**config.mk**
```make
export PLATFORM = sky130hd
export DESIGN_NAME = legacy_irq_router
export DESIGN_NICKNAME = d
export VERILOG_FILES = /design/src/rtl/legrt_pkg.sv /design/src/rtl/legrt_sync.sv /design/src/rtl/legrt_mode_track.sv /design/src/rtl/legrt_line_mux.sv /design/src/rtl/legacy_irq_router.sv
export SDC_FILE = /design/constraint.sdc
export NUM_CORES = 1
export LEC_CHECK = 0
export BUFFER_PORTS_ARGS = -buffer_cell sky130_fd_sc_hd__buf_4
export CORE_MARGIN = 3
export CORE_UTILIZATION = 25
export DETAILED_ROUTE_END_ITERATION = 8
export GPL_ROUTABILITY_DRIVEN = 0
export PLACE_DENSITY = 0.51
export SYNTH_ARGS = -nofsm -noshare
export SYNTH_HDL_FRONTEND = slang
export SYNTH_SLANG_ARGS = --single-unit
```
**constraint.sdc**
```tcl
create_clock -name clk_i -period 1.4 [get_ports clk_i]
set_clock_uncertainty 0.2 [all_clocks]
set_input_delay 0.21 -clock clk_i [delete_from_list [all_inputs] [get_ports clk_i]]
set_output_delay 0.21 -clock clk_i [all_outputs]
set_load 0.05 [all_outputs]
```
**src/rtl/legrt_pkg.sv**
```systemverilog
package legrt_pkg;
  typedef enum logic [1:0] {
    EV_NONE  = 2'd0,
    EV_ENTER = 2'd1,
    EV_LEAVE = 2'd2
  } mode_ev_e;
endpackage

```
**src/rtl/legrt_sync.sv**
```systemverilog
module legrt_sync #(
  parameter int WIDTH  = 2,
  parameter int STAGES = 2
) (
  input  logic             clk_i,
  input  logic             rst_ni,
  input  logic [WIDTH-1:0] d_i,
  output logic [WIDTH-1:0] q_o
);
  logic [WIDTH-1:0] stage_q [STAGES];

  for (genvar s = 0; s < STAGES; s++) begin : g_stage
    if (s == 0) begin : g_first
      always_ff @(posedge clk_i or negedge rst_ni) begin
        if (!rst_ni) stage_q[0] <= '0;
        else         stage_q[0] <= d_i;
      end
    end else begin : g_next
      always_ff @(posedge clk_i or negedge rst_ni) begin
        if (!rst_ni) stage_q[s] <= '0;
        else         stage_q[s] <= stage_q[s-1];
      end
    end
  end

  assign q_o = stage_q[STAGES-1];
endmodule

```
**src/rtl/legrt_mode_track.sv**
```systemverilog
module legrt_mode_track
  import legrt_pkg::*;
(
  input  logic     clk_i,
  input  logic     rst_ni,
  input  logic     legacy_en_i,
  output logic     mode_q_o,
  output mode_ev_e ev_o,
  output logic     pit_en_o
);
  logic mode_q;
  logic pit_en_q;

  always_ff @(posedge clk_i or negedge rst_ni) begin
    if (!rst_ni) begin
      mode_q   <= 1'b0;
      pit_en_q <= 1'b1;
    end else begin
      mode_q   <= legacy_en_i;
      pit_en_q <= ~legacy_en_i;
    end
  end

  always_comb begin
    ev_o = EV_NONE;
    if (legacy_en_i && !mode_q)      ev_o = EV_ENTER;
    else if (!legacy_en_i && mode_q) ev_o = EV_LEAVE;
  end

  assign mode_q_o = mode_q;
  assign pit_en_o = pit_en_q;
endmodule

```
**src/rtl/legrt_line_mux.sv**
```systemverilog
module legrt_line_mux #(
  parameter int NUM_CH    = 4,
  parameter int NUM_LINES = 24,
  parameter int ROUTE_W   = 5,
  parameter int PIT_LINE  = 0,
  parameter int RTC_LINE  = 8
) (
  input  logic                      legacy_i,
  input  logic [NUM_CH-1:0]         ch_irq_i,
  input  logic [NUM_CH*ROUTE_W-1:0] ch_route_i,
  output logic [NUM_LINES-1:0]      lines_o
);
  logic [NUM_LINES-1:0] acc [NUM_CH+1];

  assign acc[0] = '0;

  for (genvar c = 0; c < NUM_CH; c++) begin : g_ch
    logic [ROUTE_W-1:0]   tgt;
    logic [NUM_LINES-1:0] hit;

    if (c == 0) begin : g_pit_owner
      assign tgt = legacy_i ? ROUTE_W'(PIT_LINE) : ch_route_i[c*ROUTE_W +: ROUTE_W];
    end else if (c == 1) begin : g_rtc_owner
      assign tgt = legacy_i ? ROUTE_W'(RTC_LINE) : ch_route_i[c*ROUTE_W +: ROUTE_W];
    end else begin : g_plain
      assign tgt = ch_route_i[c*ROUTE_W +: ROUTE_W];
    end

    // out-of-range routes match no line index
    for (genvar l = 0; l < NUM_LINES; l++) begin : g_line
      assign hit[l] = ch_irq_i[c] && (tgt == ROUTE_W'(l));
    end

    assign acc[c+1] = acc[c] | hit;
  end

  assign lines_o = acc[NUM_CH];
endmodule

```
**src/rtl/legacy_irq_router.sv**
```systemverilog
module legacy_irq_router
  import legrt_pkg::*;
#(
  parameter int NUM_CH      = 4,
  parameter int NUM_LINES   = 24,
  parameter int PIT_LINE    = 0,
  parameter int RTC_LINE    = 8,
  parameter int SYNC_STAGES = 2,
  localparam int ROUTE_W    = $clog2(NUM_LINES)
) (
  input  logic                      clk_i,
  input  logic                      rst_ni,
  input  logic                      legacy_en_i,
  input  logic [NUM_CH-1:0]         ch_irq_i,
  input  logic [NUM_CH*ROUTE_W-1:0] ch_route_i,
  input  logic                      pit_req_i,
  input  logic                      rtc_req_i,
  output logic [NUM_LINES-1:0]      irq_line_o,
  output logic                      pit_en_o
);
  logic [1:0]           ext_s;
  logic                 pit_s;
  logic                 rtc_s;
  logic                 rtc_lvl_q;
  logic                 mode_q;
  mode_ev_e             ev;
  logic [NUM_LINES-1:0] ch_lines;
  logic [NUM_LINES-1:0] line_d;
  logic [NUM_LINES-1:0] line_q;

  legrt_sync #(
    .WIDTH  (2),
    .STAGES (SYNC_STAGES)
  ) u_sync (
    .clk_i  (clk_i),
    .rst_ni (rst_ni),
    .d_i    ({rtc_req_i, pit_req_i}),
    .q_o    (ext_s)
  );

  assign pit_s = ext_s[0];
  assign rtc_s = ext_s[1];

  legrt_mode_track u_mode (
    .clk_i       (clk_i),
    .rst_ni      (rst_ni),
    .legacy_en_i (legacy_en_i),
    .mode_q_o    (mode_q),
    .ev_o        (ev),
    .pit_en_o    (pit_en_o)
  );

  legrt_line_mux #(
    .NUM_CH    (NUM_CH),
    .NUM_LINES (NUM_LINES),
    .ROUTE_W   (ROUTE_W),
    .PIT_LINE  (PIT_LINE),
    .RTC_LINE  (RTC_LINE)
  ) u_mux (
    .legacy_i   (legacy_en_i),
    .ch_irq_i   (ch_irq_i),
    .ch_route_i (ch_route_i),
    .lines_o    (ch_lines)
  );

  // stored regardless of mode
  always_ff @(posedge clk_i or negedge rst_ni) begin
    if (!rst_ni) rtc_lvl_q <= 1'b0;
    else         rtc_lvl_q <= rtc_s;
  end

  always_comb begin
    line_d = ch_lines;
    if (!legacy_en_i) begin
      line_d[PIT_LINE] = ch_lines[PIT_LINE] | pit_s;
      line_d[RTC_LINE] = ch_lines[RTC_LINE] | rtc_lvl_q;
    end
    unique case (ev)
      EV_ENTER: begin
        line_d[PIT_LINE] = 1'b0;
        line_d[RTC_LINE] = 1'b0;
      end
      EV_LEAVE: begin
        line_d[PIT_LINE] = 1'b0;
        line_d[RTC_LINE] = rtc_lvl_q;
      end
      default: ;
    endcase
  end

  always_ff @(posedge clk_i or negedge rst_ni) begin
    if (!rst_ni) line_q <= '0;
    else         line_q <= line_d;
  end

  assign irq_line_o = line_q;
endmodule

```
==> results.json, run 1 <==
{
  "wl_per_cell_microns": 15.8,
  "route.met3.wl_microns": 389,
  "relSlewSlack": 0.623,
  "worst_hold_path.num_cells": 3,
  "p_clk_frac": 0.312,
  "antenna_left": 0,
  "placement.io_buffers": 53,
  "wl_microns": 6190,
  "crit_type": "reg -> reg",
  "synth-edff-count": 0,
  "hold_ws_ps": 55.1,
  "pin_count": 54,
  "leakage_nw": 1.27,
  "dp_cells": 380,
  "stdcell_area_sq_mm": 0.00281,
  "floorplan.die_area_sq_mm": 0.00837,
  "tns_ps": 0,
  "crit_path_start_kind": "flip-flop",
  "synth.ff_latch_count": 31,
  "yosys_warnings": 0,
  "layout_commonest_cell": "buf_4",
  "cp.required_ps": 1350,
  "maxSlewViolCount": 0,
  "final_cells": 392,
  "rsz0062_at_grt": "yes",
  "grt_start_max_net_pins": 32,
  "dpl_cell_area_sq_mm": 0.00266,
  "wl_met1_microns": 2680,
  "ys_seq_area_frac": 0.425,
  "grt_pass1_vias": 1988,
  "ys.flop_type": "dfrtp_1",
  "first_pass_iters": 6,
  "period_minus_slack_ps": 1370,
  "setup_viol": 0,
  "status": "finished clean",
  "synth.avg_cell_area_sq_um": 9.67,
  "ir_worst_vdd_v": 0.000365,
  "clk-insertion-delay-late_ps": 280,
  "syn_to_final_growth_pct": 54.0,
  "finalHoldViolations": 0,
  "drt_iter0_drc": 146,
  "synth_area_sq_mm": 0.00183,
  "swShare": 0.313,
  "clockBufferDepth": 2,
  "clock-sinks": 31,
  "wl_met2_microns": 3010,
  "power_density_mw_per_mm2": 784,
  "worst_slew_pin_slew_ps": 565,
  "syn-instance-count": 189,
  "cts_buffers": 5,
  "fin_nets": 325,
  "antenna_found_initial": 0,
  "vias": 1944,
  "p_seq_frac": 0.429,
  "core_area_sq_mm": 0.00694,
  "cts_tree": "yes",
  "syn-num-nets": 219,
  "vias_per_cell": 4.96,
  "fin_crit_sh": 0.982,
  "p_comb_frac": 0.259,
  "cap_violations": 0,
  "reg2regPathDepth": 4,
  "diodes": 0,
  "overflow": 0,
  "power_switching_w": 0.000689,
  "grt_usage": 0.151,
  "p_int_w": 0.00151,
  "cts_root_buffer": "clkbuf_8",
  "rows": 30,
  "fmax_ghz": 0.728,
  "crit_path_end_kind": "flip-flop",
  "die_x_microns": 91.5,
  "hold_class": "in -> reg",
  "hpwl_microns": 4920,
  "crit_arrival_ps": 1330,
  "initial_core_util": 0.263,
  "cp_max_fo": 2,
  "h-tree-depth": 2,
  "top_layer": "met4",
  "cts.clk_slew.worst_paths_ps": 70,
  "drive_above_1_share": 0.432,
  "fp.dieH_microns": 91.5,
  "synthArstFlopShare": 1.00,
  "yosysUniqueCellTypes": 48,
  "route.detailed.drc": 0,
  "grt_pass1_wl_microns": 9960,
  "layout_common_cells": "buf_4, dfrtp_1, nor2_1"
}
-- area by class of cell --
| cell class | instances | area [sq um] |
|---|---|---|
| Tap cell | 96 | 120 |
| Multi-Input combinational cell | 148 | 1020 |
| Inverter | 7 | 26.3 |
| Clock buffer | 5 | 68.8 |
| Timing Repair Buffer | 102 | 783 |
| Sequential cell | 31 | 777 |
| Fill cell | 708 | 4130 |
| Clock inverter | 3 | 15.0 |
-- sequential cells by signal (all words and copies together), names as in the netlist --
signal and cells:
u_mode.mode_q_o 1, u_sync.stage_q 2, rtc_lvl_q 1, u_mode.pit_en_o 1, u_sync.q_o 2, irq_line_o 24
-- cells by family after synthesis --
kind of cell | Yosys count | share of synthesized area
AO/OA/AOI/OAI | 50 | 0.200
buffers and inverters | 10 | 0.0294
flip-flops | 31 | 0.425
AND/OR/NAND/NOR | 97 | 0.338
adder cells (fa/ha/maj) | 1 | 0.00685
-- power groups by stage --
stage	Sequential, W	Clock, W	Combinational (W)
floorplan	0.00106	0	0.000155
global placement	0.000960	0	0.000550
detailed placement	0.000960	0	0.000551
CTS	0.000944	0.000716	0.000564
global route	0.000948	0.000747	0.000613
finish	0.000945	0.000688	0.000571
-- worst max-delay path, stage by stage (launching register included) --
cell	delay (ps)
dfrtp_1	410
ha_4	280
inv_2	30
a221oi_2	190
a41oi_2	140
-- metal layers --
metal / vias to the layer above / GRT usage
met5: - / 0
met4: 0 / 0.0515
met3: 12 / 0.0298
met2: 90 / 0.246
met1: 911 / 0.198
li1: 931 / -
-- Yosys cell counts (2+ instances only) --
library cell | count | area, sq um
dfrtp_1 | 30 | 751
nor2_1 | 18 | 67.6
nand2_1 | 17 | 63.8
a22oi_1 | 11 | 82.6
nor2b_1 | 9 | 56.3
o211ai_1 | 8 | 60.1
o21ai_0 | 8 | 40.0
nand2b_1 | 7 | 43.8
nand3_1 | 7 | 35.0
inv_1 | 6 | 22.5
nand4_1 | 6 | 37.5
o221ai_1 | 6 | 52.6
a32oi_1 | 4 | 35.0
nor3_1 | 4 | 20.0
a21oi_1 | 3 | 15.0
a221oi_1 | 3 | 26.3
or3_1 | 3 | 18.8
and2_1 | 2 | 12.5
and3b_1 | 2 | 17.5
buf_6 | 2 | 22.5
nand4b_1 | 2 | 17.5
nor2_4 | 2 | 22.5
nor4b_2 | 2 | 30.0
o21ai_1 | 2 | 10.0
or3b_4 | 2 | 22.5
-- repair_timing --
item / CTS / global route
hold buffers: 4 / 0
setup endpoints to repair: 2 / 2
gates resized for setup: 2 / 4
setup buffers: 0 / 0
endpoints found under the hold margin: 34 / 0
pin swaps: 1 / 2
-- worst paths after layout --
kind,start,endpoint,slack (ps)
worst max-delay path,u_mode.mode_q_o,irq_line_o[8],30
worst min-delay path,ch_route_i[13],irq_line_o[9],60
worst max register to register,u_mode.mode_q_o,irq_line_o[8],30
worst min register to register,u_sync.stage_q[3],u_sync.q_o[1],150
max in group asynchronous,rst_ni,u_mode.pit_en_o,480
min in group asynchronous,rst_ni,irq_line_o[11],200
-- stage by stage --
stage | power [W] | setup slack, ps | util
6_report | 0.00220 | 25.9 | 0.405
2_1_floorplan | 0.00121 | 18.2 | -
3_3_place_gp | 0.00151 | -153 | 0.382
3_5_place_dp | 0.00151 | -147 | 0.382
4_1_cts | 0.00222 | 19.0 | 0.402
5_1_grt | 0.00231 | -64.0 | 0.405
(Power assumes the default switching activity.)
==> run 2: changes to the inputs <==
Settings changed: ABC_AREA from default to 1, BUFFER_PORTS_ARGS -buffer_cell sky130_fd_sc_hd__buf_4 to -buffer_cell sky130_fd_sc_hd__buf_2, CORE_MARGIN 3 to default, PLACE_DENSITY 0.51 to 0.5.
==> results.json, run 2 <==
{
  "p_clk_frac": 0.332,
  "cp.required_ps": 990,
  "finalHoldViolations": 0,
  "timing.critical_path.from": "u_mode.pit_en_o",
  "syn-num-nets": 307,
  "yosys_warnings": 0,
  "cp_max_fo": 1,
  "hold_ws_ps": 35.5,
  "crit_buf_inv": 1,
  "worst_slew_pin_slew_ps": 438,
  "fp.dieH_microns": 89.1,
  "clk-insertion-delay-late_ps": 270,
  "power_density_mw_per_mm2": 852,
  "final_cells": 455,
  "multi_input_area_sq_um": 980,
  "first_pass_iters": 4,
  "crit_end": "pit_en_o",
  "rsz0062_at_grt": "yes",
  "crit_chain": "buf_6",
  "fillers": 848,
  "power_switching_w": 0.000681,
  "ys.flop_type": "dfrtp_1",
  "vias_per_cell": 4.53,
  "fin_nets": 385,
  "r2r-start": "u_mode.mode_q_o",
  "max_stage_delay_ps": 530,
  "syn_to_final_growth_pct": 33.6,
  "maxSlewViolCount": 0,
  "crit_arrival_ps": 950,
  "antenna_found_initial": 0,
  "synthArstFlopShare": 1.00,
  "cts_tree": "yes",
  "period_minus_slack_ps": 1360,
  "largest_reg_flops": 24,
  "layout_commonest_cell": "nand2_1",
  "synth-edff-count": 0,
  "h-tree-depth": 2,
  "syn-instance-count": 277,
  "synth_area_leaders": "dfrtp_1, nand2_1, nor2_1, nand3_1, nand4_1",
  "worstSetupPathDepth": 1,
  "antenna_left": 0,
  "cts_buffers": 5,
  "grt_usage": 0.164,
  "p_seq_frac": 0.438,
  "status": "finished clean",
  "setup_viol": 0,
  "drt_iter0_drc": 165,
  "crit_path_start_kind": "flip-flop",
  "fin_crit_sh": 0.973,
  "drive_above_1_share": 0.258,
  "hold_class": "in -> reg",
  "synth.most_common_cell": "nand2_1",
  "overflow": 0,
  "r2r_slack_ps": 70,
  "clockBufferDepth": 2,
  "fmax_ghz": 0.734,
  "layout_common_cells": "nand2_1, buf_2, nor2_1",
  "synth.ff_latch_count": 31,
  "seq_area_sq_um": 777,
  "cap_violations": 0,
  "yosysTopAreaCell": "dfrtp_1",
  "rows": 31,
  "critPathSlowestCell": "dfstp_2",
  "crit_family": "flip-flops",
  "relSlewSlack": 0.705,
  "ir_worst_vdd_v": 0.000253,
  "grt_pass1_vias": 1969,
  "p_int_w": 0.00148,
  "crit_type": "reg -> out",
  "clock-sinks": 31,
  "tns_ps": 0,
  "worstHoldStart": "legacy_en_i",
  "crit_path_end_kind": "primary output",
  "cts_root_buffer": "clkbuf_8",
  "hpwl_microns": 5020,
  "initial_core_util": 0.260,
  "yosysUniqueCellTypes": 21,
  "route.detailed.drc": 0,
  "pin_count": 54,
  "grt_pass1_wl_microns": 9630,
  "floorplan.die_area_sq_mm": 0.00795,
  "post_cts_buffers": 0,
  "vias": 2060,
  "synth.avg_cell_area_sq_um": 6.85,
  "die_x_microns": 89.1,
  "synth_top_area_share": 0.396,
  "wl_microns": 6050,
  "grt_start_max_net_pins": 32,
  "synth_area_sq_mm": 0.00190,
  "reg2regPathDepth": 6,
  "swShare": 0.315,
  "dp_cells": 443,
  "placement.io_buffers": 53,
  "ys_seq_area_frac": 0.409,
  "diodes": 0,
  "p_comb_frac": 0.230,
  "core_area_sq_mm": 0.00729,
  "leakage_nw": 1.35,
  "cts.clk_slew.worst_paths_ps": 60,
  "reg2reg_to": "irq_line_o[8]",
  "wl_per_cell_microns": 13.3,
  "yosys-top-cells-count": "nand2_1, nor2_1, dfrtp_1, inv_1, nand3_1"
}
[run 2: changes by cell type after synthesis, moves of 6 or more]
cell	before	now
a22oi_1	11	0
inv_1	6	30
nand2_1	17	98
nand2b_1	7	0
nand3_1	7	29
nand4_1	6	23
nor2_1	18	40
nor2b_1	9	0
o211ai_1	8	0
o21ai_0	8	1
o221ai_1	6	0
[run 2: what timing repair did]
| item | in CTS | in global routing |
|---|---|---|
| resized for setup | 1 | 2 |
| hold endpoints to repair | 34 | 0 |
| endpoints found under the setup margin | 1 | 2 |
| hold buffers | 4 | 0 |
| pin swaps | 0 | 1 |
[run 2: cell families (layout without fill, tap and decap cells)]
| family | count (synthesis) | after routing | synth area share |
|---|---|---|---|
| DFF | 31 | 31 | 0.409 |
| and+or+nand+nor | 203 | 203 | 0.468 |
| adders and majority gates | 1 | 1 | 0.00659 |
| buffers and inverters | 33 | 112 | 0.0765 |
| AOI/OAI and AO/OA | 9 | 9 | 0.0396 |
[run 2: power by group through the flow]
stage | registers, W | logic [W] | clock network (W)
after CTS | 0.000946 | 0.000497 | 0.000734
after floorplan | 0.00107 | 0.000179 | 0
final | 0.000946 | 0.000497 | 0.000717
after global placement | 0.000961 | 0.000485 | 0
after detailed placement | 0.000962 | 0.000486 | 0
after global routing | 0.000949 | 0.000547 | 0.000771
[run 2: final cells by class]
type / count / area share
inverters: 31 / 0.0469
clock inverters: 1 / 0.00197
multi-input cells: 213 / 0.386
repair buffers: 73 / 0.175
clock buffers: 7 / 0.0341
well taps: 99 / 0.0489
flip-flops and latches: 31 / 0.307
[run 2: worst min path at each step]
| stage | to | depth (start not counted) |
|---|---|---|
| 3_5_place_dp | irq_line_o[0] | 2 |
| 5_1_grt | u_mode.mode_q_o | 2 |
| 4_1_cts | u_mode.mode_q_o | 2 |
| 3_3_place_gp | u_mode.mode_q_o | 2 |
| 2_1_floorplan | irq_line_o[0] | 0 |
| 6_report | u_mode.mode_q_o | 2 |
[run 2: metrics by stage]
| step | util | setup WS, ps | cell area, sq um | power, W |
|---|---|---|---|---|
| floorplan | - | 57.6 | 1900 | 0.00125 |
| global placement | 0.328 | -15.2 | 2390 | 0.00145 |
| detailed placement | 0.328 | -62.9 | 2390 | 0.00145 |
| CTS | 0.347 | 14.4 | 2530 | 0.00218 |
| global route | 0.348 | -9.04 | 2530 | 0.00227 |
| finish | 0.348 | 38.4 | 2530 | 0.00216 |
[run 2: metal layers]
metal / routed length, microns / GRT usage / up-vias / share of wire
met1: 2760 / 0.216 / 915 / 0.46
met3: 505 / 0.0351 / 14 / 0.084
li1: - / - / 1050 / -
met4: 154 / 0.0592 / 0 / 0.025
met2: 2630 / 0.264 / 81 / 0.43
met5: 0 / 0 / - / 0
==> run 3: changes to the inputs <==
Settings changed: CAP_MARGIN from default to 20, PLACE_DENSITY 0.5 to 0.52.
Clock period 1.4 ns to 1.1 ns, I/O delays scaled along.
==> results.json, run 3 (synthesized netlist as in run 2, its figures left out) <==
{
  "vias_per_cell": 4.56,
  "grt_pass1_wl_microns": 10400,
  "hpwl_microns": 5330,
  "setup_viol": 27,
  "place_ws_ps": -308,
  "crit_chain": "ha_4 -> inv_4 -> a21oi_2 -> nand3_1 -> nor2_1 -> nor2_1",
  "p_clk_frac": 0.372,
  "seq_area_sq_um": 777,
  "cp_max_fo": 2,
  "period_minus_slack_ps": 1400,
  "crit_path_end_kind": "flip-flop",
  "drive_above_1_share": 0.320,
  "crit_top_cell": "nor2_1",
  "max_stage_delay_ps": 400,
  "largest_reg_flops": 24,
  "p_comb_frac": 0.241,
  "leakage_nw": 1.49,
  "cp.required_ps": 1070,
  "finalHoldViolations": 0,
  "initial_core_util": 0.260,
  "h-tree-depth": 2,
  "crit_arrival_ps": 1370,
  "worstHoldStart": "ch_route_i[12]",
  "worst_slew_pin_slew_ps": 437,
  "relSlewSlack": 0.708,
  "rsz0062_at_grt": "yes",
  "drt_iter0_drc": 145,
  "grt_start_max_net_pins": 22,
  "critPathSlowestCell": "dfrtp_1",
  "floorplan.die_area_sq_mm": 0.00795,
  "fin_nets": 407,
  "maxSlewViolCount": 0,
  "power_switching_w": 0.000927,
  "layout_commonest_cell": "nand2_1",
  "die_x_microns": 89.1,
  "swShare": 0.296,
  "antenna_found_initial": 0,
  "grt_usage": 0.178,
  "cts_tree": "yes",
  "worst_hold_path.num_cells": 3,
  "rows": 31,
  "cts_root_buffer": "clkbuf_8",
  "route.detailed.drc": 0,
  "status": "finished with violations",
  "grt_pass1_vias": 2144,
  "violations": "setup timing",
  "power_density_mw_per_mm2": 1080,
  "vias": 2176,
  "cap_violations": 0,
  "p_seq_frac": 0.387,
  "timing.critical_path.from": "u_mode.mode_q_o",
  "layout_common_cells": "nand2_1, nor2_1, buf_4",
  "fp.dieH_microns": 89.1,
  "setup_ws_ps": -298,
  "multi_input_area_sq_mm": 0.00100,
  "crit_path_start_kind": "flip-flop",
  "first_pass_iters": 6,
  "placement.io_buffers": 53,
  "reg2reg_to": "irq_line_o[8]",
  "p_int_w": 0.00221,
  "antenna_left": 0,
  "ir_worst_vdd_v": 0.000511,
  "fmax_ghz": 0.715,
  "hold_class": "in -> reg",
  "fin_crit_sh": 1.27,
  "cts.clk_slew.worst_paths_ps": 70,
  "core_area_sq_mm": 0.00729,
  "r2r_slack_ps": -300,
  "clk-insertion-delay-late_ps": 280,
  "r2r-start": "u_mode.mode_q_o",
  "reg2regPathDepth": 6,
  "crit_end": "irq_line_o[8]",
  "wl_per_cell_microns": 13.8,
  "clock-sinks": 31,
  "clockBufferDepth": 2,
  "syn_to_final_growth_pct": 53.6,
  "crit_type": "reg -> reg",
  "overflow": 0,
  "cts_buffers": 5,
  "p_total_w": 0.00314,
  "pin_count": 54,
  "fillers": 798,
  "wl_microns": 6570,
  "diodes": 0
}
-- run 3: changes by cell type in the layout (fill, tap and decap cells not counted), sizes merged --
cell / before / now
buf: 69 / 90
bufinv: 0 / 1
clkbuf: 7 / 6
dlygate4sd3: 4 / 5
-- run 3: power groups by stage --
stage,clock network (W),registers [W],logic [W]
after floorplan,0,0.00136,0.000233
after global placement,0,0.00123,0.000671
after global routing,0.00124,0.00122,0.000816
final,0.00117,0.00121,0.000755
after CTS,0.00120,0.00122,0.000743
after detailed placement,0,0.00123,0.000673
-- run 3: worst min-delay path by stage --
stage | endpoint | slack, ps
after floorplan | irq_line_o[0] | -330
after global placement | u_mode.mode_q_o | -140
after detailed placement | u_mode.mode_q_o | -140
after CTS | irq_line_o[5] | 8
after global routing | irq_line_o[5] | 40
final | irq_line_o[5] | 10
-- run 3: worst max-delay path, delay by kind of cell, from the launching register on --
kind | cells | cell delay (ps)
AOI/OAI and AO/OA | 1 | 110
buffers and inverters | 1 | 30
and+or+nand+nor | 3 | 250
adders and majority gates | 1 | 290
DFF | 1 | 400
-- run 3: final cells by class --
cell class | instances | area share
multi-input cells | 213 | 0.345
flip-flops and latches | 31 | 0.267
repair buffers | 95 | 0.263
inverters | 31 | 0.0433
well taps | 99 | 0.0425
clock buffers | 6 | 0.0283
clock inverters | 2 | 0.0120
-- run 3: timing repair --
| item | 4_1_cts | 5_1_grt |
|---|---|---|
| hold endpoints to repair | 35 | 0 |
| setup buffers | 1 | 1 |
| gates resized for setup | 52 | 7 |
| pin swaps | 1 | 1 |
| hold buffers | 5 | 0 |
| endpoints found under the setup margin | 27 | 38 |
| cloned | 0 | 0 |
-- run 3: stage by stage --
stage	area [sq um]	hold WS, ps	utilization	TNS (ps)	std cells
6_report	2920	14.5	0.400	-2560	477
5_1_grt	2920	41.0	0.400	-3440	477
4_1_cts	2900	8.29	0.397	-2820	477
3_5_place_dp	2560	-142	0.351	-5980	463
3_3_place_gp	2560	-140	0.351	-5900	463
2_1_floorplan	1910	-331	-	-156	277
-- run 3: per-layer routing --
metal / global-route usage / wire length [microns]
met1: 0.242 / 3110
met2: 0.288 / 3030
met3: 0.0323 / 364
met4: 0.0548 / 68
met5: 0 / 0
